**src/rtl/sgs_pkg.sv**
```systemverilog
package sgs_pkg;
    typedef enum logic [1:0] {
        ST_DOWN  = 2'd0,
        ST_RECOV = 2'd1,
        ST_HOLD  = 2'd2,
        ST_RUN   = 2'd3
    } sgs_state_t;
endpackage

```
**src/rtl/sgs_sync.sv**
```systemverilog
module sgs_sync #(
    parameter int W = 1
) (
    input  logic         clk,
    input  logic         arst_n,
    input  logic [W-1:0] din,
    output logic [W-1:0] dout
);
    logic [W-1:0] meta_q;
    logic [W-1:0] stab_q;

    always_ff @(posedge clk or negedge arst_n) begin
        if (!arst_n) begin
            meta_q <= '0;
            stab_q <= '0;
        end else begin
            meta_q <= din;
            stab_q <= meta_q;
        end
    end

    assign dout = stab_q;
endmodule

```
**src/rtl/sgs_deglitch.sv**
```systemverilog
module sgs_deglitch #(
    parameter int LEN = 8
) (
    input  logic clk,
    input  logic arst_n,
    input  logic din,
    output logic good
);
    localparam int CW = (LEN > 1) ? $clog2(LEN) : 1;

    logic [CW-1:0] run_q;
    logic          good_q;

    // Goes high after LEN consecutive high samples; any low sample clears at once.
    always_ff @(posedge clk or negedge arst_n) begin
        if (!arst_n) begin
            run_q  <= '0;
            good_q <= 1'b0;
        end else if (!din) begin
            run_q  <= '0;
            good_q <= 1'b0;
        end else if (!good_q) begin
            if (run_q == CW'(LEN - 1)) begin
                good_q <= 1'b1;
            end else begin
                run_q <= run_q + 1'b1;
            end
        end
    end

    assign good = good_q;
endmodule

```
**src/rtl/sgs_prescale.sv**
```systemverilog
module sgs_prescale #(
    parameter int DIV = 1000
) (
    input  logic clk,
    input  logic arst_n,
    output logic tick
);
    generate
        if (DIV <= 1) begin : g_pass
            assign tick = 1'b1;
        end else begin : g_div
            localparam int PW = $clog2(DIV);
            logic [PW-1:0] div_q;
            always_ff @(posedge clk or negedge arst_n) begin
                if (!arst_n) begin
                    div_q <= '0;
                end else if (div_q == PW'(DIV - 1)) begin
                    div_q <= '0;
                end else begin
                    div_q <= div_q + 1'b1;
                end
            end
            assign tick = (div_q == PW'(DIV - 1));
        end
    endgenerate
endmodule

```
**src/rtl/supply_guard_seq.sv**
```systemverilog
module supply_guard_seq #(
    parameter int TICK_DIV  = 1000,
    parameter int FILT_CLKS = 8,
    parameter int REC_TICKS = 125,
    parameter int RST_TICKS = 200
) (
    input  logic clk,
    input  logic arst_n,
    input  logic trip_ok,
    input  logic bak_ok,
    output logic write_protect,
    output logic out_disable,
    output logic rst_pulldown,
    output logic backup_sel
);
    import sgs_pkg::*;

    localparam int HOLD_TICKS = RST_TICKS - REC_TICKS;
    localparam int CW         = $clog2(RST_TICKS + 1);

    logic [1:0]  flags_s;
    logic        trip_s;
    logic        bak_s;
    logic        trip_good;
    logic        tick;
    sgs_state_t  state_q;
    sgs_state_t  state_d;
    logic [CW-1:0] tcnt_q;

    sgs_sync #(.W(2)) u_sync (
        .clk    (clk),
        .arst_n (arst_n),
        .din    ({bak_ok, trip_ok}),
        .dout   (flags_s)
    );
    assign trip_s = flags_s[0];
    assign bak_s  = flags_s[1];

    sgs_deglitch #(.LEN(FILT_CLKS)) u_filt (
        .clk    (clk),
        .arst_n (arst_n),
        .din    (trip_s),
        .good   (trip_good)
    );

    sgs_prescale #(.DIV(TICK_DIV)) u_pre (
        .clk    (clk),
        .arst_n (arst_n),
        .tick   (tick)
    );

    // Next-state: a low synchronized trip flag overrides every state.
    always_comb begin
        state_d = state_q;
        unique case (state_q)
            ST_DOWN:  if (trip_good) state_d = ST_RECOV;
            ST_RECOV: if (tick && tcnt_q == CW'(REC_TICKS - 1)) state_d = ST_HOLD;
            ST_HOLD:  if (tick && tcnt_q == CW'(HOLD_TICKS - 1)) state_d = ST_RUN;
            ST_RUN:   state_d = ST_RUN;
        endcase
        if (!trip_s) state_d = ST_DOWN;
    end

    // State register and stage timer.
    always_ff @(posedge clk or negedge arst_n) begin
        if (!arst_n) begin
            state_q <= ST_DOWN;
            tcnt_q  <= '0;
        end else begin
            state_q <= state_d;
            if (state_d != state_q) begin
                tcnt_q <= '0;
            end else if (tick && (state_q == ST_RECOV || state_q == ST_HOLD)) begin
                tcnt_q <= tcnt_q + 1'b1;
            end
        end
    end

    // Outputs decoded from the state.
    always_comb begin
        unique case (state_q)
            ST_DOWN, ST_RECOV: begin
                write_protect = 1'b1;
                rst_pulldown  = 1'b1;
            end
            ST_HOLD: begin
                write_protect = 1'b0;
                rst_pulldown  = 1'b1;
            end
            ST_RUN: begin
                write_protect = 1'b0;
                rst_pulldown  = 1'b0;
            end
        endcase
        out_disable = write_protect;
        backup_sel  = !bak_s;
    end
endmodule

```
**config.mk**
```make
export PLATFORM = sky130hd
export DESIGN_NAME = supply_guard_seq
export DESIGN_NICKNAME = d
export VERILOG_FILES = /design/src/rtl/sgs_pkg.sv /design/src/rtl/sgs_sync.sv /design/src/rtl/sgs_deglitch.sv /design/src/rtl/sgs_prescale.sv /design/src/rtl/supply_guard_seq.sv
export SDC_FILE = /design/constraint.sdc
export NUM_CORES = 1
export LEC_CHECK = 0
export CAP_MARGIN = 20
export CORE_ASPECT_RATIO = 0.7
export CORE_MARGIN = 3
export CORE_UTILIZATION = 58
export CTS_CLUSTER_DIAMETER = 50
export DETAILED_ROUTE_END_ITERATION = 10
export HOLD_SLACK_MARGIN = 0.1
export PLACE_DENSITY = 0.76
export RECOVER_POWER = 50
export SYNTH_ARGS = -nofsm -noshare
export SYNTH_HDL_FRONTEND = slang
export SYNTH_SLANG_ARGS = --single-unit
```
**constraint.sdc**
```tcl
create_clock -name clk -period 4 [get_ports clk]
set_clock_uncertainty 0.05 [all_clocks]
set_input_delay 0.8 -clock clk [delete_from_list [all_inputs] [get_ports clk]]
set_output_delay 0.8 -clock clk [all_outputs]
set_load 0.05 [all_outputs]
```
==> impl_metrics.py, run 1 <==
metrics = {
    "detailed_routing": {
        "vias_per_cell": 5.63,
        "dr.pass1.iters": 4,
        "antenna_left": 0,
        "wl_per_cell_um": 13.6,
        "drc": 0,
        "drt_iter0_drc": 110,
        "vias": 1110,
        "routed_wl_mm": 2.68,
    },
    "sta": {
        "finalCriticalPeriod_ns": 3.17,
        "rsz0062_at_grt": "false",
        "post-route-period-util": 0.792,
        "max-slew-margin-rel": 0.0490,
        "clock.fmax_mhz": 316,
        "final-hold-violation-count": 0,
        "setup_viol": 0,
        "slew_violations": 0,
        "worstMarginPinSlew_ns": 1.43,
        "setup-tns-final_ns": 0,
    },
    "cts": {
        "path_clk_slew_ns": 0.09,
        "clockRootBuffer": "clkbuf_8",
        "cts_hold_buf": 0,
        "htree_levels": 1,
        "postCtsSetupRepairBufs": 0,
        "clockBufferDepth": 2,
        "clkLatencyLatePin_ns": 0.27,
        "cts_resized": 0,
        "cts_buffers": 3,
        "clock-sinks": 28,
        "cts_tree": "done",
    },
    "synthesis": {
        "syn_area_mm2": 0.00155,
        "yosysSeqAreaShare": 0.452,
        "ys_types": 43,
        "synth_edf_count": 0,
        "synthCells": 153,
        "avgSynthCellArea_um2": 10.1,
        "synth-async-reset-ratio": 1.00,
        "ys_ff_latch": 28,
        "yosys_warnings": 0,
        "ys.flop_type": "dfrtp_1",
        "synth_nets": 167,
    },
    "finish": {
        "utilization": 0.685,
        "nFillCells": 202,
        "final_common_cell": "dfrtp_1",
        "final_cell_area_mm2": 0.00171,
        "antennaDiodeCount": 0,
        "drive_gt1_frac": 0.0859,
        "final_nets": 178,
        "most-common-layout-cells": "dfrtp_1, nand2_1, nor2_1",
        "fin_cells": 197,
        "area_growth_pct": 10.2,
    },
    "setup_path": {
        "cp_max_fo": 7,
        "ff2ff_path_depth": 7,
        "endpoint_kind": "output pin",
        "r2r_end": "tcnt_q[1]",
        "r2r_start": "state_q[0]",
        "crit_end": "write_protect",
        "crit_start": "state_q[0]",
        "ff2ff_setup_slack_ns": 1.84,
        "worstPathRequired_ns": 3.15,
        "worstPathArrival_ns": 2.32,
        "crit_path_start_kind": "flip-flop",
        "worstSetupPathType": "reg2out",
    },
    "status": {
        "outcome": "completed",
    },
    "pwr": {
        "ir_drop_mv": 0.256,
        "power.density_mw_per_mm2": 303,
        "p_leak_nw": 0.787,
    },
    "floorplan": {
        "io_pins": 8,
        "coreArea_mm2": 0.00250,
        "die_x_um": 67.8,
        "placementRows": 15,
        "die_height_um": 49.3,
        "dieArea_mm2": 0.00334,
        "start_util": 0.622,
    },
    "grt": {
        "met1_usage": 0.262,
        "use_met2": 0.278,
        "grt_use_total": 0.185,
        "grt_max_degree": 29,
        "grt_pass1_vias": 1070,
        "grt_overflow_total": 0,
        "antenna_found_initial": 0,
        "use_met3": 0.0507,
        "grt_pass1_wl_mm": 4.73,
        "busiest_layer": "met2",
    },
    "placement": {
        "dp.cells": 193,
        "dpl_cell_area_mm2": 0.00166,
        "dpl.hpwl_mm": 1.99,
        "port_buffers": 7,
        "gp_congestion": 0.914,
    },
    "min_path": {
        "min_path_type": "reg2reg",
    },
    "flow_run": {
        "maxCapViolCount": 0,
    },
}
## report_power, final
| group | total, mW | internal [mW] | switching, mW |
|---|---|---|---|
| Sequential | 0.296 | 0.289 | 0.00642 |
| Combinational | 0.0531 | 0.0204 | 0.0327 |
| Clock | 0.169 | 0.0880 | 0.0811 |
## Yosys cell counts, types with 2 or more instances
| cell type | n | area share |
|---|---|---|
| xor2_1 | 9 | 0.051 |
| ha_1 | 10 | 0.081 |
| nand2_1 | 16 | 0.039 |
| nor4_1 | 2 | 0.0081 |
| dfrtp_1 | 28 | 0.45 |
| or2_2 | 2 | 0.0081 |
| a21boi_0 | 3 | 0.015 |
| inv_1 | 8 | 0.019 |
| nor2_1 | 14 | 0.034 |
| nand3_1 | 9 | 0.029 |
| and3_1 | 2 | 0.0081 |
| o21ai_0 | 5 | 0.016 |
| a21oi_1 | 4 | 0.013 |
| xnor2_1 | 3 | 0.017 |
| and4b_1 | 2 | 0.013 |
| nor2b_1 | 4 | 0.016 |
| or3_1 | 2 | 0.0081 |
| nor3_1 | 5 | 0.016 |
## state kept, by name, summed over array words and instances, names as in the netlist
name / count
state_q: 2
u_filt.good: 1
u_sync.dout: 2
u_pre.g_div.div_q: 10
tcnt_q: 8
u_filt.run_q: 3
u_sync.meta_q: 2
## worst min path at each step
stage                     start             end  slack, ns  cells past startpoint
2_1_floorplan  u_sync.meta_q[0]  u_sync.dout[0]       0.28                      0
3_3_place_gp   u_sync.meta_q[1]  u_sync.dout[1]       0.28                      0
3_5_place_dp   u_sync.meta_q[0]  u_sync.dout[0]       0.29                      0
4_1_cts        u_sync.meta_q[0]  u_sync.dout[0]       0.31                      0
5_1_grt        u_sync.meta_q[0]  u_sync.dout[0]       0.32                      0
6_report       u_sync.meta_q[0]  u_sync.dout[0]       0.31                      0
## per-layer routing
metal	wire, µm	up-vias
met1	1260	519
met4	21	0
met2	1240	30
li1	-	554
met5	0	-
met3	156	7
## worst max-delay path, stage by stage (launching register included)
cell and delay [ns]:
dfrtp_1 0.46, inv_1 0.12, ha_1 0.27, or2_2 0.30, inv_1 0.09, clkdlybuf4s50_1 0.80
## cells by family after synthesis
kind of cell / count (synthesis) / share of synthesized area
AO/OA/AOI/OAI: 23 / 0.106
multiplexers: 1 / 0.00645
flip-flops: 28 / 0.452
adder cells (fa/ha/maj): 10 / 0.0806
buffers and inverters: 10 / 0.0274
XOR/XNOR: 12 / 0.0677
AND/OR/NAND/NOR: 69 / 0.260
## final cells by class
class | instances | area, µm² | share of cell area
well taps | 34 | 42.5 | 0.0249
inverters | 8 | 30.0 | 0.0176
clock buffers | 4 | 55.1 | 0.0322
flip-flops and latches | 28 | 701 | 0.410
repair buffers | 8 | 73.8 | 0.0432
multi-input cells | 115 | 808 | 0.473
## per-stage QoR
step | total power, mW | hold slack, ns | setup slack [ns]
floorplan | 0.334 | 0.281 | 1.52
global placement | 0.353 | 0.283 | 1.22
detailed placement | 0.355 | 0.286 | 1.14
CTS | 0.525 | 0.307 | 0.826
global route | 0.546 | 0.324 | 0.696
finish | 0.518 | 0.305 | 0.831
(Power assumes the default switching activity.)
==> inputs of run 2 (changes only) <==
- clock period: 4 -> 3 ns (I/O delays scaled with it)
==> run 2 against run 1 <==
  * Wire length grew 2.2%
  * Largest cell class unchanged
  * Power grew 28%
  * Non-clock buffer count is the same
  * Die area is the same
  * Clock power grew 18%
  * Via count is essentially flat
==> impl_metrics.py, run 2 (synthesis results as in run 1) <==
metrics = {
    "status": {
        "outcome": "completed",
    },
    "finish": {
        "final_common_cell": "dfrtp_1",
        "regArea_um2": 701,
        "nFillCells": 192,
        "fin_cells": 196,
        "antennaDiodeCount": 0,
        "reg.largest.list": "u_pre.g_div.div_q x10, tcnt_q x8, u_filt.run_q x3",
        "multi_input_area_um2": 808,
        "final_nets": 178,
        "largest_reg_flops": 10,
        "most-common-layout-cells": "dfrtp_1, nand2_1, nor2_1",
        "area_growth_pct": 9.68,
        "max_flop_register": "u_pre.g_div.div_q",
        "drive_gt1_frac": 0.0802,
    },
    "flow_run": {
        "maxCapViolCount": 0,
    },
    "setup_path": {
        "cpPeakStageDelay_ns": 0.47,
        "r2r_end": "tcnt_q[1]",
        "worstPathArrival_ns": 1.93,
        "ff2ff_path_depth": 7,
        "endpoint_kind": "output pin",
        "crit_path_start_kind": "flip-flop",
        "worstPathCellList": "inv_1 -> ha_1 -> or2_2 -> inv_1 -> dlymetal6s2s_1",
        "cpMaxStageDelayCell": "dfrtp_1",
        "cp_common_cell": "inv_1",
        "ff2ff_setup_slack_ns": 0.90,
        "cp_max_fo": 7,
        "crit_start": "state_q[0]",
        "r2r_start": "state_q[1]",
        "worst-path-buf-inv": 3,
        "worstPathRequired_ns": 2.35,
        "path_delay_family": "buffers and inverters",
        "worstSetupPathType": "reg2out",
    },
    "sta": {
        "final-hold-violation-count": 0,
        "post-route-period-util": 0.859,
        "worstMarginPinSlew_ns": 1.47,
        "setup_viol": 0,
        "rsz0062_at_grt": "false",
        "setup-tns-final_ns": 0,
        "clock.fmax_mhz": 388,
        "slew_violations": 0,
        "max-slew-margin-rel": 0.0208,
        "finalCriticalPeriod_ns": 2.58,
    },
    "cts": {
        "clock-sinks": 28,
        "postCtsSetupRepairBufs": 0,
        "clockRootBuffer": "clkbuf_8",
        "cts_tree": "done",
        "clkLatencyLatePin_ns": 0.27,
        "clockBufferDepth": 2,
        "path_clk_slew_ns": 0.08,
        "htree_levels": 1,
        "cts_buffers": 3,
    },
    "placement": {
        "dp.cells": 193,
        "gp_congestion": 0.918,
        "port_buffers": 7,
        "dpl.hpwl_mm": 2.02,
    },
    "detailed_routing": {
        "antenna_left": 0,
        "drc": 0,
        "drt_iter0_drc": 62,
        "vias_per_cell": 5.67,
        "vias": 1111,
        "dr.pass1.iters": 4,
        "wl_per_cell_um": 14.0,
        "routed_wl_mm": 2.74,
    },
    "grt": {
        "grt_use_total": 0.191,
        "grt_max_degree": 29,
        "grt_pass1_vias": 1076,
        "grt_pass1_wl_mm": 4.85,
        "antenna_found_initial": 0,
        "grt_overflow_total": 0,
    },
    "pwr": {
        "p_leak_nw": 0.779,
        "comb_power_share": 0.105,
        "sequentialPowerShare": 0.595,
        "pwr-share-clk": 0.301,
        "p_sw_frac": 0.242,
        "ir_drop_mv": 0.329,
        "power.density_mw_per_mm2": 390,
        "p_sw_mw": 0.160,
        "intPower_mw": 0.503,
    },
    "floorplan": {
        "io_pins": 8,
        "dieArea_mm2": 0.00334,
        "die_height_um": 49.3,
        "placementRows": 15,
        "start_util": 0.622,
        "die_x_um": 67.8,
        "coreArea_mm2": 0.00250,
    },
    "min_path": {
        "min_path_type": "reg2reg",
        "min_to": "u_sync.dout[1]",
        "min_path_cells": 0,
        "hold_start": "u_sync.meta_q[1]",
    },
}
run 2: worst max-delay path by stage:
stage,end,slack [ns],cells past startpoint
floorplan,write_protect,0.72,5
global placement,out_disable,0.41,5
detailed placement,out_disable,0.35,5
CTS,write_protect,0.03,5
global route,out_disable,0.34,5
finish,out_disable,0.42,5
run 2: final cells by class:
class,instances,share of cell area
Tap cell,34,0.0250
Timing Repair Buffer,8,0.0463
Inverter,8,0.0176
Multi-Input combinational cell,115,0.475
Clock buffer,3,0.0243
Sequential cell,28,0.412
run 2: routing by layer:
layer / GRT usage / part of all wire
met2: 0.296 / 0.46
met3: 0.0484 / 0.047
met4: 0.0396 / 0.0069
met5: 0 / 0
met1: 0.271 / 0.48
run 2: timing repair:
action / CTS / global route
setup endpoints to repair: 0 / 2
gates resized for setup: 0 / 2
hold buffers: 0 / 0
run 2: worst register-to-register path: cells and delay by family (launching register included):
family	cells	cell delay (ns)
AND/OR/NAND/NOR	2	0.30
flip-flops	1	0.47
AO/OA/AOI/OAI	3	0.80
buffers and inverters	1	0.14
adder cells (fa/ha/maj)	1	0.28
run 2: power by group through the flow:
stage	combinational, mW	sequential (mW)	clock, mW
finish	0.0694	0.395	0.200
global route	0.0788	0.396	0.226
CTS	0.0715	0.395	0.207
detailed placement	0.0713	0.402	0
global placement	0.0692	0.401	0
floorplan	0.0457	0.400	0
run 2: per-stage QoR:
stage | hold WS (ns) | setup slack [ns] | util | instance area [µm²] | power, mW
4_1_cts | 0.315 | 0.0344 | 0.681 | 1700 | 0.673
2_1_floorplan | 0.254 | 0.719 | - | 1550 | 0.445
6_report | 0.309 | 0.422 | 0.682 | 1700 | 0.664
3_5_place_dp | 0.295 | 0.351 | 0.665 | 1660 | 0.473
5_1_grt | 0.329 | 0.344 | 0.682 | 1700 | 0.701
3_3_place_gp | 0.283 | 0.414 | 0.665 | 1660 | 0.470
